**config.mk**
```make
export PLATFORM = sky130hd
export DESIGN_NAME = refpulse_validity_monitor
export DESIGN_NICKNAME = d
export VERILOG_FILES = /design/src/rtl/rpv_pkg.sv /design/src/rtl/rpv_interval_counter.sv /design/src/rtl/rpv_window_judge.sv /design/src/rtl/rpv_valid_fsm.sv /design/src/rtl/refpulse_validity_monitor.sv
export SDC_FILE = /design/constraint.sdc
export NUM_CORES = 1
export LEC_CHECK = 0
export BUFFER_PORTS_ARGS = -buffer_cell sky130_fd_sc_hd__buf_4
export CORE_MARGIN = 5
export CORE_UTILIZATION = 59
export CTS_BUF_LIST = sky130_fd_sc_hd__clkbuf_16
export DETAILED_ROUTE_END_ITERATION = 16
export GPL_ROUTABILITY_DRIVEN = 0
export HOLD_SLACK_MARGIN = 0.12
export PLACE_DENSITY = 0.78
export REMOVE_ABC_BUFFERS = 1
export SLEW_MARGIN = 40
export SYNTH_ARGS = -nofsm -noshare
export SYNTH_HDL_FRONTEND = slang
export SYNTH_SLANG_ARGS = --single-unit
```
**constraint.sdc**
```tcl
create_clock -name clk -period 2 [get_ports clk]
set_input_delay 0.3 -clock clk [delete_from_list [all_inputs] [get_ports clk]]
set_output_delay 0.3 -clock clk [all_outputs]
set_load 0.005 [all_outputs]
```
**src/rtl/rpv_pkg.sv**
```systemverilog
// Shared types and window arithmetic for the reference pulse validity monitor.
// Assumes TOL_PPM * NOMINAL fits in 64 bits.
package rpv_pkg;

    typedef enum logic {
        MON_IDLE  = 1'b0,
        MON_ARMED = 1'b1
    } mon_state_e;

    // Tolerance margin in whole cycles, rounded away from nominal.
    function automatic int unsigned win_margin(input int unsigned nominal,
                                               input int unsigned ppm);
        longint unsigned prod;
        prod = longint'(nominal) * longint'(ppm);
        return int'((prod + 64'd999999) / 64'd1000000);
    endfunction

endpackage

```
**src/rtl/rpv_interval_counter.sv**
```systemverilog
// Counts clock edges since the last restart. A restart loads 1, so on the edge
// N cycles after a restart edge the count reads N. It saturates at all-ones.
// Assumes restart_i is driven by the monitor's pulse logic.
module rpv_interval_counter #(
    parameter int unsigned CNT_W = 16
) (
    input  logic             clk,
    input  logic             rst_n,
    input  logic             restart_i,
    output logic [CNT_W-1:0] cnt_o
);

    localparam logic [CNT_W-1:0] CNT_MAX = '1;

    // Load on restart, otherwise step up until saturation.
    always_ff @(posedge clk) begin
        if (!rst_n) begin
            cnt_o <= '0;
        end else if (restart_i) begin
            cnt_o <= CNT_W'(1);
        end else if (cnt_o != CNT_MAX) begin
            cnt_o <= cnt_o + CNT_W'(1);
        end
    end

endmodule

```
**src/rtl/rpv_window_judge.sv**
```systemverilog
// Compares the running interval count against the accept window bounds.
// Pure combinational; assumes LO <= HI and both fit in CNT_W bits.
module rpv_window_judge #(
    parameter int unsigned CNT_W = 16,
    parameter int unsigned LO    = 10,
    parameter int unsigned HI    = 20
) (
    input  logic [CNT_W-1:0] cnt_i,
    output logic             early_o,
    output logic             closing_o
);

    localparam logic [CNT_W-1:0] LO_C = CNT_W'(LO);
    localparam logic [CNT_W-1:0] HI_C = CNT_W'(HI);

    // Early below the lower bound; closing once the upper bound is reached.
    always_comb begin
        early_o   = (cnt_i < LO_C);
        closing_o = (cnt_i >= HI_C);
    end

endmodule

```
**src/rtl/rpv_valid_fsm.sv**
```systemverilog
// Arming and judging state machine. It tracks whether the monitor is armed,
// classifies each sampled cycle as accept, arm or deviation, and holds the
// valid and sticky error flags. It assumes early_i and closing_i describe
// the interval count for the current cycle.
module rpv_valid_fsm
    import rpv_pkg::*;
(
    input  logic       clk,
    input  logic       rst_n,
    input  logic       pulse_i,
    input  logic       early_i,
    input  logic       closing_i,
    output logic       restart_o,
    output logic       valid_o,
    output logic       err_o,
    output mon_state_e state_o
);

    logic       pulse_q;
    logic       rise;
    logic       armed;
    logic       dev;
    logic       accept;
    mon_state_e state_d;
    logic       valid_d;

    // Classify the current cycle.
    always_comb begin
        armed     = (state_o == MON_ARMED);
        rise      = pulse_i && !pulse_q;
        dev       = armed && ((pulse_i && pulse_q) ||
                              (rise && early_i) ||
                              (!pulse_i && closing_i));
        accept    = armed && rise && !early_i;
        restart_o = (!armed && rise) || accept;
    end

    // Next state and next valid value.
    always_comb begin
        state_d = state_o;
        valid_d = valid_o;
        if (!armed) begin
            valid_d = 1'b0;
            if (rise) begin
                state_d = MON_ARMED;
            end
        end else if (dev) begin
            state_d = MON_IDLE;
            valid_d = 1'b0;
        end else if (accept) begin
            valid_d = 1'b1;
        end
    end

    // State, flag and pulse-history registers.
    always_ff @(posedge clk) begin
        if (!rst_n) begin
            state_o <= MON_IDLE;
            valid_o <= 1'b0;
            err_o   <= 1'b0;
            pulse_q <= 1'b0;
        end else begin
            state_o <= state_d;
            valid_o <= valid_d;
            err_o   <= err_o || dev;
            pulse_q <= pulse_i;
        end
    end


    err_hold_chk: assert property (@(posedge clk) disable iff (!rst_n)
        err_o |=> err_o);


    valid_rise_chk: assert property (@(posedge clk) disable iff (!rst_n)
        $rose(valid_o) |-> $past(pulse_i));


    wide_pulse_chk: assert property (@(posedge clk) disable iff (!rst_n)
        (state_o == MON_ARMED && pulse_i && pulse_q) |=> (!valid_o && err_o));


    arm_only_chk: assert property (@(posedge clk) disable iff (!rst_n)
        (state_o == MON_IDLE) |=> !valid_o);

endmodule

```
**src/rtl/refpulse_validity_monitor.sv**
```systemverilog
// Top of the reference pulse validity monitor. It derives the accept window
// from the nominal interval and the ppm tolerance, counts cycles between
// pulses and drives the valid and sticky error flags. It assumes the pulse is
// synchronous to clk.
module refpulse_validity_monitor
    import rpv_pkg::*;
#(
    parameter int unsigned NOMINAL_CYCLES = 48000,
    parameter int unsigned TOL_PPM        = 500
) (
    input  logic clk,
    input  logic rst_n,
    input  logic ref_pulse,
    output logic ref_valid,
    output logic err_sticky
);

    localparam int unsigned MARGIN = win_margin(NOMINAL_CYCLES, TOL_PPM);
    localparam int unsigned WIN_LO = (NOMINAL_CYCLES > MARGIN) ? NOMINAL_CYCLES - MARGIN : 1;
    localparam int unsigned WIN_HI = NOMINAL_CYCLES + MARGIN;
    localparam int unsigned CNT_W  = $clog2(WIN_HI + 2);

    logic             restart;
    logic [CNT_W-1:0] cnt;
    logic             early;
    logic             closing;
    mon_state_e       state;

    rpv_interval_counter #(.CNT_W(CNT_W)) u_cnt (
        .clk       (clk),
        .rst_n     (rst_n),
        .restart_i (restart),
        .cnt_o     (cnt)
    );

    rpv_window_judge #(.CNT_W(CNT_W), .LO(WIN_LO), .HI(WIN_HI)) u_judge (
        .cnt_i     (cnt),
        .early_o   (early),
        .closing_o (closing)
    );

    rpv_valid_fsm u_fsm (
        .clk       (clk),
        .rst_n     (rst_n),
        .pulse_i   (ref_pulse),
        .early_i   (early),
        .closing_i (closing),
        .restart_o (restart),
        .valid_o   (ref_valid),
        .err_o     (err_sticky),
        .state_o   (state)
    );


    cnt_bound_chk: assert property (@(posedge clk) disable iff (!rst_n)
        (state == MON_ARMED) |-> (cnt <= CNT_W'(WIN_HI)));


    timeout_chk: assert property (@(posedge clk) disable iff (!rst_n)
        (state == MON_ARMED && !ref_pulse && cnt == CNT_W'(WIN_HI)) |=>
            (!ref_valid && state == MON_IDLE));


    early_chk: assert property (@(posedge clk) disable iff (!rst_n)
        (state == MON_ARMED && ref_pulse && cnt < CNT_W'(WIN_LO)) |=>
            (!ref_valid && state == MON_IDLE));

endmodule

```
==> impl_metrics.tcl, run 1 <==
set metrics [dict create \
    regArea_um2 400.4 \
    timing.final.ws_setup_ns 0.1406 \
    postSynthAreaPerCell_um2 8.969 \
    critPathBufInv 0 \
    max_stage_delay_ns 0.43 \
    crit_type "flop to flop" \
    reg2reg_slack_ns 0.14 \
    area_growth_pct 16.74 \
    slew_viol_final 0 \
    final_cell_area_um2 1309 \
    synth_area_um2 1121 \
    path_depth 5 \
    reg2reg_from "u_cnt.cnt_o[0]" \
    cp-endpoint "u_cnt.cnt_o[14]" \
    fp-row-count 15 \
    synthFlopType "dfxtp_1" \
    nFillCells 155 \
    ys_types 43 \
    core-area_um2 1764 \
    final.period_utilization 0.9297 \
    drv_cap 0 \
    clockBufferDepth 2 \
    cts_tree "built" \
    synth_top_area_frac 0.3571 \
    preCtsSetupSlack_ns 0.1432 \
    hpwl_um 1914 \
    slowest_stage "dfxtp_1" \
    p_per_area_nw_per_um2 775.0 \
    leakagePower_nw 0.4077 \
    post-cts-setup-buffer-count 0 \
    crit_family "simple AND/OR/NAND/NOR gates" \
    hold_violations 0 \
    crit_start "u_cnt.cnt_o[0]" \
    tightest_slew_ns 0.6020 \
    post-route-util 0.7418 \
    r2r_cells 5 \
    clk_pin_slew_ns 0.06 \
    yosysSeqAreaShare 0.3571 \
    vias 1059 \
    cts_buffers 3 \
    grt_pass1_vias 1070 \
    dp.cells 155 \
    grt_pass1_wl_um 4864 \
    cts-root-buf "clkbuf_16" \
    ctsHoldBuffers 0 \
    min_period_ns 1.859 \
    place_area_um2 1201 \
    synth_commonest_cells "20 x dfxtp_1, 11 x nand2_1, 7 x nor2_1, 7 x o21ai_0, 6 x nor3_1" \
    initial_utilization 0.6355 \
    grt_setup_unrepaired "no" \
    path_max_fanout 7 \
    drive_gt1_frac 0.1940 \
    fin_cells 159 \
    first_iter_violations 28 \
    routed_wl_um 2761 \
    numClockSinks 20 \
    max_freq_ghz 0.5378 \
    ys_ff_latch 20 \
    hold_class "input pin to flop" \
    fin_nets 139 \
    grtUsageTotal 0.2307 \
    globalRouteOverflowTotal 0 \
    cp-start-kind "flop" \
    dieWidth_um 53.59 \
    die_h_um 53.59 \
    worstReg2RegEnd "u_cnt.cnt_o[14]" \
    synth_edf_count 0 \
    ant_nets 0 \
    clock_skew_ns 0.004705 \
    cp-end-kind "flop" \
    status "finished, final reports clean" \
    cp_cell_sequence "ha_2 -> nand2_1 -> nor4_2 -> nor2_1 -> a2111oi_1" \
    max_slew_margin 0.5982 \
    postSynthCellCount 125 \
    peakVddDrop_uv 1048 \
    synthTopCellsByArea "dfxtp_1 36%, nand2_1 3.7%, a211oi_1 3.3%" \
    clock_latency_ns 0.25 \
    die-area_um2 2872 \
    antenna_found_initial 0 \
    diodes 0 \
    io_buffers 4 \
    htreeDepth 1 \
    critPathRequiredTime_ns 2.13 \
    grt_max_degree 17 \
    yosysMostFrequentCell "dfxtp_1" \
    drc 0 \
    hold_path_startpoint "ref_pulse" \
    async_flop_share 0 \
    ioPinCount 5 \
    dr.pass1.iters 4 \
    setup_viol 0 \
    yosys.area.top_type "dfxtp_1" \
    ys.warnings.count 0 \
    wl_per_cell_um 17.36 \
    multi_input_area_um2 685.7 \
    via_per_inst 6.660 \
    cp.arrival_ns 1.99 \
    tns_ns 0 \
]
-- timing repair --
action | 4_1_cts | 5_1_grt
resized for setup | 0 | 1
hold endpoints to repair | 0 | 0
endpoints found under the setup margin | 0 | 2
-- area by class of cell --
| class | instances | area share |
|---|---|---|
| multi-input combinational | 97 | 0.5239 |
| inverter | 3 | 0.008604 |
| clock inverter | 1 | 0.02294 |
| timing repair buffer | 10 | 0.05736 |
| clock buffer | 3 | 0.05736 |
| sequential | 20 | 0.3059 |
| tap | 25 | 0.02390 |
-- placed cells by master (no fill, tap or decap), drive strengths merged, types with 4 or more instances in the layout --
master / Yosys / routed
nor4: 9 / 9
nor2: 7 / 7
nand4: 6 / 6
a211oi: 7 / 7
buf: 4 / 10
dfxtp: 20 / 20
nor3: 7 / 7
nand2: 11 / 11
a31oi: 4 / 4
o21ai: 7 / 7
nand3: 6 / 6
-- layer usage --
layer / track usage / vias to the layer above / wire, um
met4: 0.05532 / 0 / 21
met2: 0.4327 / 28 / 1447
met1: 0.2470 / 516 / 1168
met5: 0 / - / 0
li1: - / 511 / -
met3: 0.07479 / 4 / 124
-- sequential cells by signal, summed over array words and instances (netlist names) --
register,count
u_fsm.pulse_q,1
u_cnt.cnt_o,16
u_fsm.valid_o,1
u_fsm.state_o,1
u_fsm.err_o,1
-- how the worst min path moves through the flow --
stage / slack [ns] / end / cells past startpoint
finish: 0.27 / u_fsm.pulse_q / 2
global route: 0.27 / u_fsm.pulse_q / 2
CTS: 0.27 / u_fsm.pulse_q / 2
detailed placement: 0.47 / u_fsm.err_o / 1
global placement: 0.44 / u_fsm.state_o / 1
floorplan: 0.42 / u_cnt.cnt_o[0] / 1
-- power by group --
part           leakage [nW]  internal, mW  switching (mW)
logic                 0.194        0.0183          0.0292
registers             0.162         0.407         0.00975
clock network        0.0511         0.397           0.153
total                 0.408         0.822           0.192
-- stage by stage --
step / hold WS (ns) / power [mW]
2_1_floorplan: 0.4175 / 0.4523
3_3_place_gp: 0.4450 / 0.4663
3_5_place_dp: 0.4670 / 0.4704
4_1_cts: 0.2673 / 1.017
5_1_grt: 0.2741 / 1.044
6_report: 0.2668 / 1.014
-- logic make-up after synthesis --
kind of cell / count (synthesis) / share of synthesized area
xor gates and xnor gates: 3 / 0.02344
and+or+nand+nor: 58 / 0.3371
DFF: 20 / 0.3571
adders and majority gates: 1 / 0.01116
AOI/OAI and AO/OA: 32 / 0.2109
muxes: 3 / 0.02679
buffers and inverters: 8 / 0.03348
Power figures use the tool's default switching activity.
==> run 2: changes to the inputs <==
Settings changed: CORE_UTILIZATION 59 to 60, CTS_BUF_LIST sky130_fd_sc_hd__clkbuf_16 to sky130_fd_sc_hd__clkbuf_4, PLACE_DENSITY 0.78 to 0.79.
==> run 2 against run 1 <==
Net effect: via count shrank 0.94%; wire length shrank 12%; critical endpoint is now u_cnt.cnt_o[4]; highest routed layer unchanged; cell count grew 1.9%; count of clock-buffer cells in the layout is the same; clock skew grew 0.0022 ns; utilization shrank 1.9 points; power shrank 34%; first-iteration DRC count grew 32%; die area shrank 1.4%; combinational power grew 20%; sequential power shrank 1%; largest power group is now sequential cells.
==> impl_metrics.tcl, run 2 (synthesized netlist as in run 1, its figures left out) <==
set metrics [dict create \
    core-area_um2 1745 \
    crit_family "compound AO/OA/AOI/OAI gates" \
    antenna_found_initial 0 \
    min_period_ns 1.831 \
    grtUsageTotal 0.2005 \
    drive_gt1_frac 0.1971 \
    r2r_cells 5 \
    globalRouteOverflowTotal 0 \
    p_per_area_nw_per_um2 529.0 \
    layout_commonest_cell "dfxtp_1" \
    largest_reg_flops 16 \
    dieWidth_um 53.23 \
    path_max_fanout 15 \
    cp-start-kind "flop" \
    via_per_inst 6.475 \
    crit_type "flop to flop" \
    die_h_um 53.23 \
    grt_pass1_wl_um 4174 \
    clock_latency_ns 0.30 \
    hold_depth 2 \
    fp-row-count 15 \
    critPathBufInv 1 \
    slowest_stage "a2111oi_1" \
    wl_per_cell_um 15.02 \
    post_cts_resized 0 \
    hold_violations 0 \
    reg2reg_slack_ns 0.17 \
    met2_usage 0.3122 \
    critPathRequiredTime_ns 2.16 \
    diodes 0 \
    vias 1049 \
    first_iter_violations 37 \
    htreeDepth 1 \
    clockBufferDepth 2 \
    routed_wl_um 2433 \
    final.period_utilization 0.9156 \
    fin_nets 142 \
    path_depth 5 \
    grt_pass1_vias 933 \
    grt.busiest_layer "met2" \
    hold_class "input pin to flop" \
    tns_ns 0 \
    clk_pin_slew_ns 0.12 \
    peakVddDrop_uv 425.6 \
    cts_buffers 3 \
    drv_cap 0 \
    ant_nets 0 \
    met1_usage 0.2723 \
    cts-root-buf "clkbuf_4" \
    drc 0 \
    status "finished, final reports clean" \
    dr.pass1.iters 4 \
    slew_viol_final 0 \
    p_total_mw 0.6678 \
    initial_utilization 0.6423 \
    cp_cell_sequence "o211ai_1 -> a2111oi_1 -> o31a_2 -> buf_12 -> a2111oi_0" \
    io_buffers 4 \
    grt_setup_unrepaired "no" \
    max_slew_margin 0.6267 \
    numClockSinks 20 \
    layout_common_cells "20 x dfxtp_1, 12 x buf_4, 11 x nand2_1" \
    hpwl_um 1762 \
    leakagePower_nw 0.3935 \
    tightest_slew_ns 0.5594 \
    cp-end-kind "flop" \
    cp.arrival_ns 1.99 \
    area_growth_pct 12.61 \
    ctsHoldBuffers 0 \
    die-area_um2 2833 \
    use_met3 0.02817 \
    regMostFlops "u_cnt.cnt_o" \
    clock_skew_ns 0.006929 \
    grt_max_degree 17 \
    max_freq_ghz 0.5461 \
    cts_tree "built" \
    ioPinCount 5 \
    setup_viol 0 \
    max_stage_delay_ns 0.53 \
]
run 2: final cells by class:
cell class / instances / area (um^2)
clock buffers: 3 / 22.52
multi-input cells: 97 / 683.2
fillers: 153 / 483.0
well taps: 25 / 31.28
flip-flops and latches: 20 / 400.4
repair buffers: 13 / 110.1
clock inverters: 1 / 3.754
inverters: 3 / 11.26
run 2: final timing paths:
path / startpoint / end
max: u_cnt.cnt_o[3] / u_cnt.cnt_o[4]
max reg2reg: u_cnt.cnt_o[3] / u_cnt.cnt_o[4]
min reg2reg: u_fsm.state_o / u_fsm.state_o
min: ref_pulse / u_fsm.pulse_q
run 2: report_power, final:
part / switching (mW) / total, mW / leakage, nW / internal, mW
sequential: 0.00593 / 0.413 / 0.162 / 0.407
clock: 0.125 / 0.198 / 0.0154 / 0.0728
combinational: 0.0308 / 0.0570 / 0.216 / 0.0262
run 2: per-layer routing:
| metal | wire [um] | vias up | share of wire |
|---|---|---|---|
| li1 | - | 516 | - |
| met1 | 1069 | 479 | 0.44 |
| met2 | 1163 | 48 | 0.48 |
| met3 | 155 | 6 | 0.064 |
| met4 | 44 | 0 | 0.018 |
| met5 | 0 | - | 0 |
run 2: worst register-to-register path, delay by kind of cell, from the launching register on:
| family | cells | cell delay, ns |
|---|---|---|
| AOI/OAI and AO/OA | 4 | 1.03 |
| buffers and inverters | 1 | 0.15 |
| DFF | 1 | 0.52 |
run 2: timing repair:
action | in CTS | in global routing
setup endpoints to repair | 0 | 2
endpoints found under the hold margin | 0 | 0
buffers inserted | 0 | 1
run 2: through the flow:
stage	util	std cells	worst slack, ns	hold WS, ns	instance area (um^2)
5_1_grt	0.7233	162	0.01250	0.2129	1262
3_3_place_gp	0.6968	157	0.2320	0.4476	1216
2_1_floorplan	-	120	0.2645	0.4175	1095
3_5_place_dp	0.6968	157	0.1151	0.4534	1216
6_report	0.7233	162	0.1688	0.2065	1262
4_1_cts	0.7118	161	0.1120	0.1995	1242
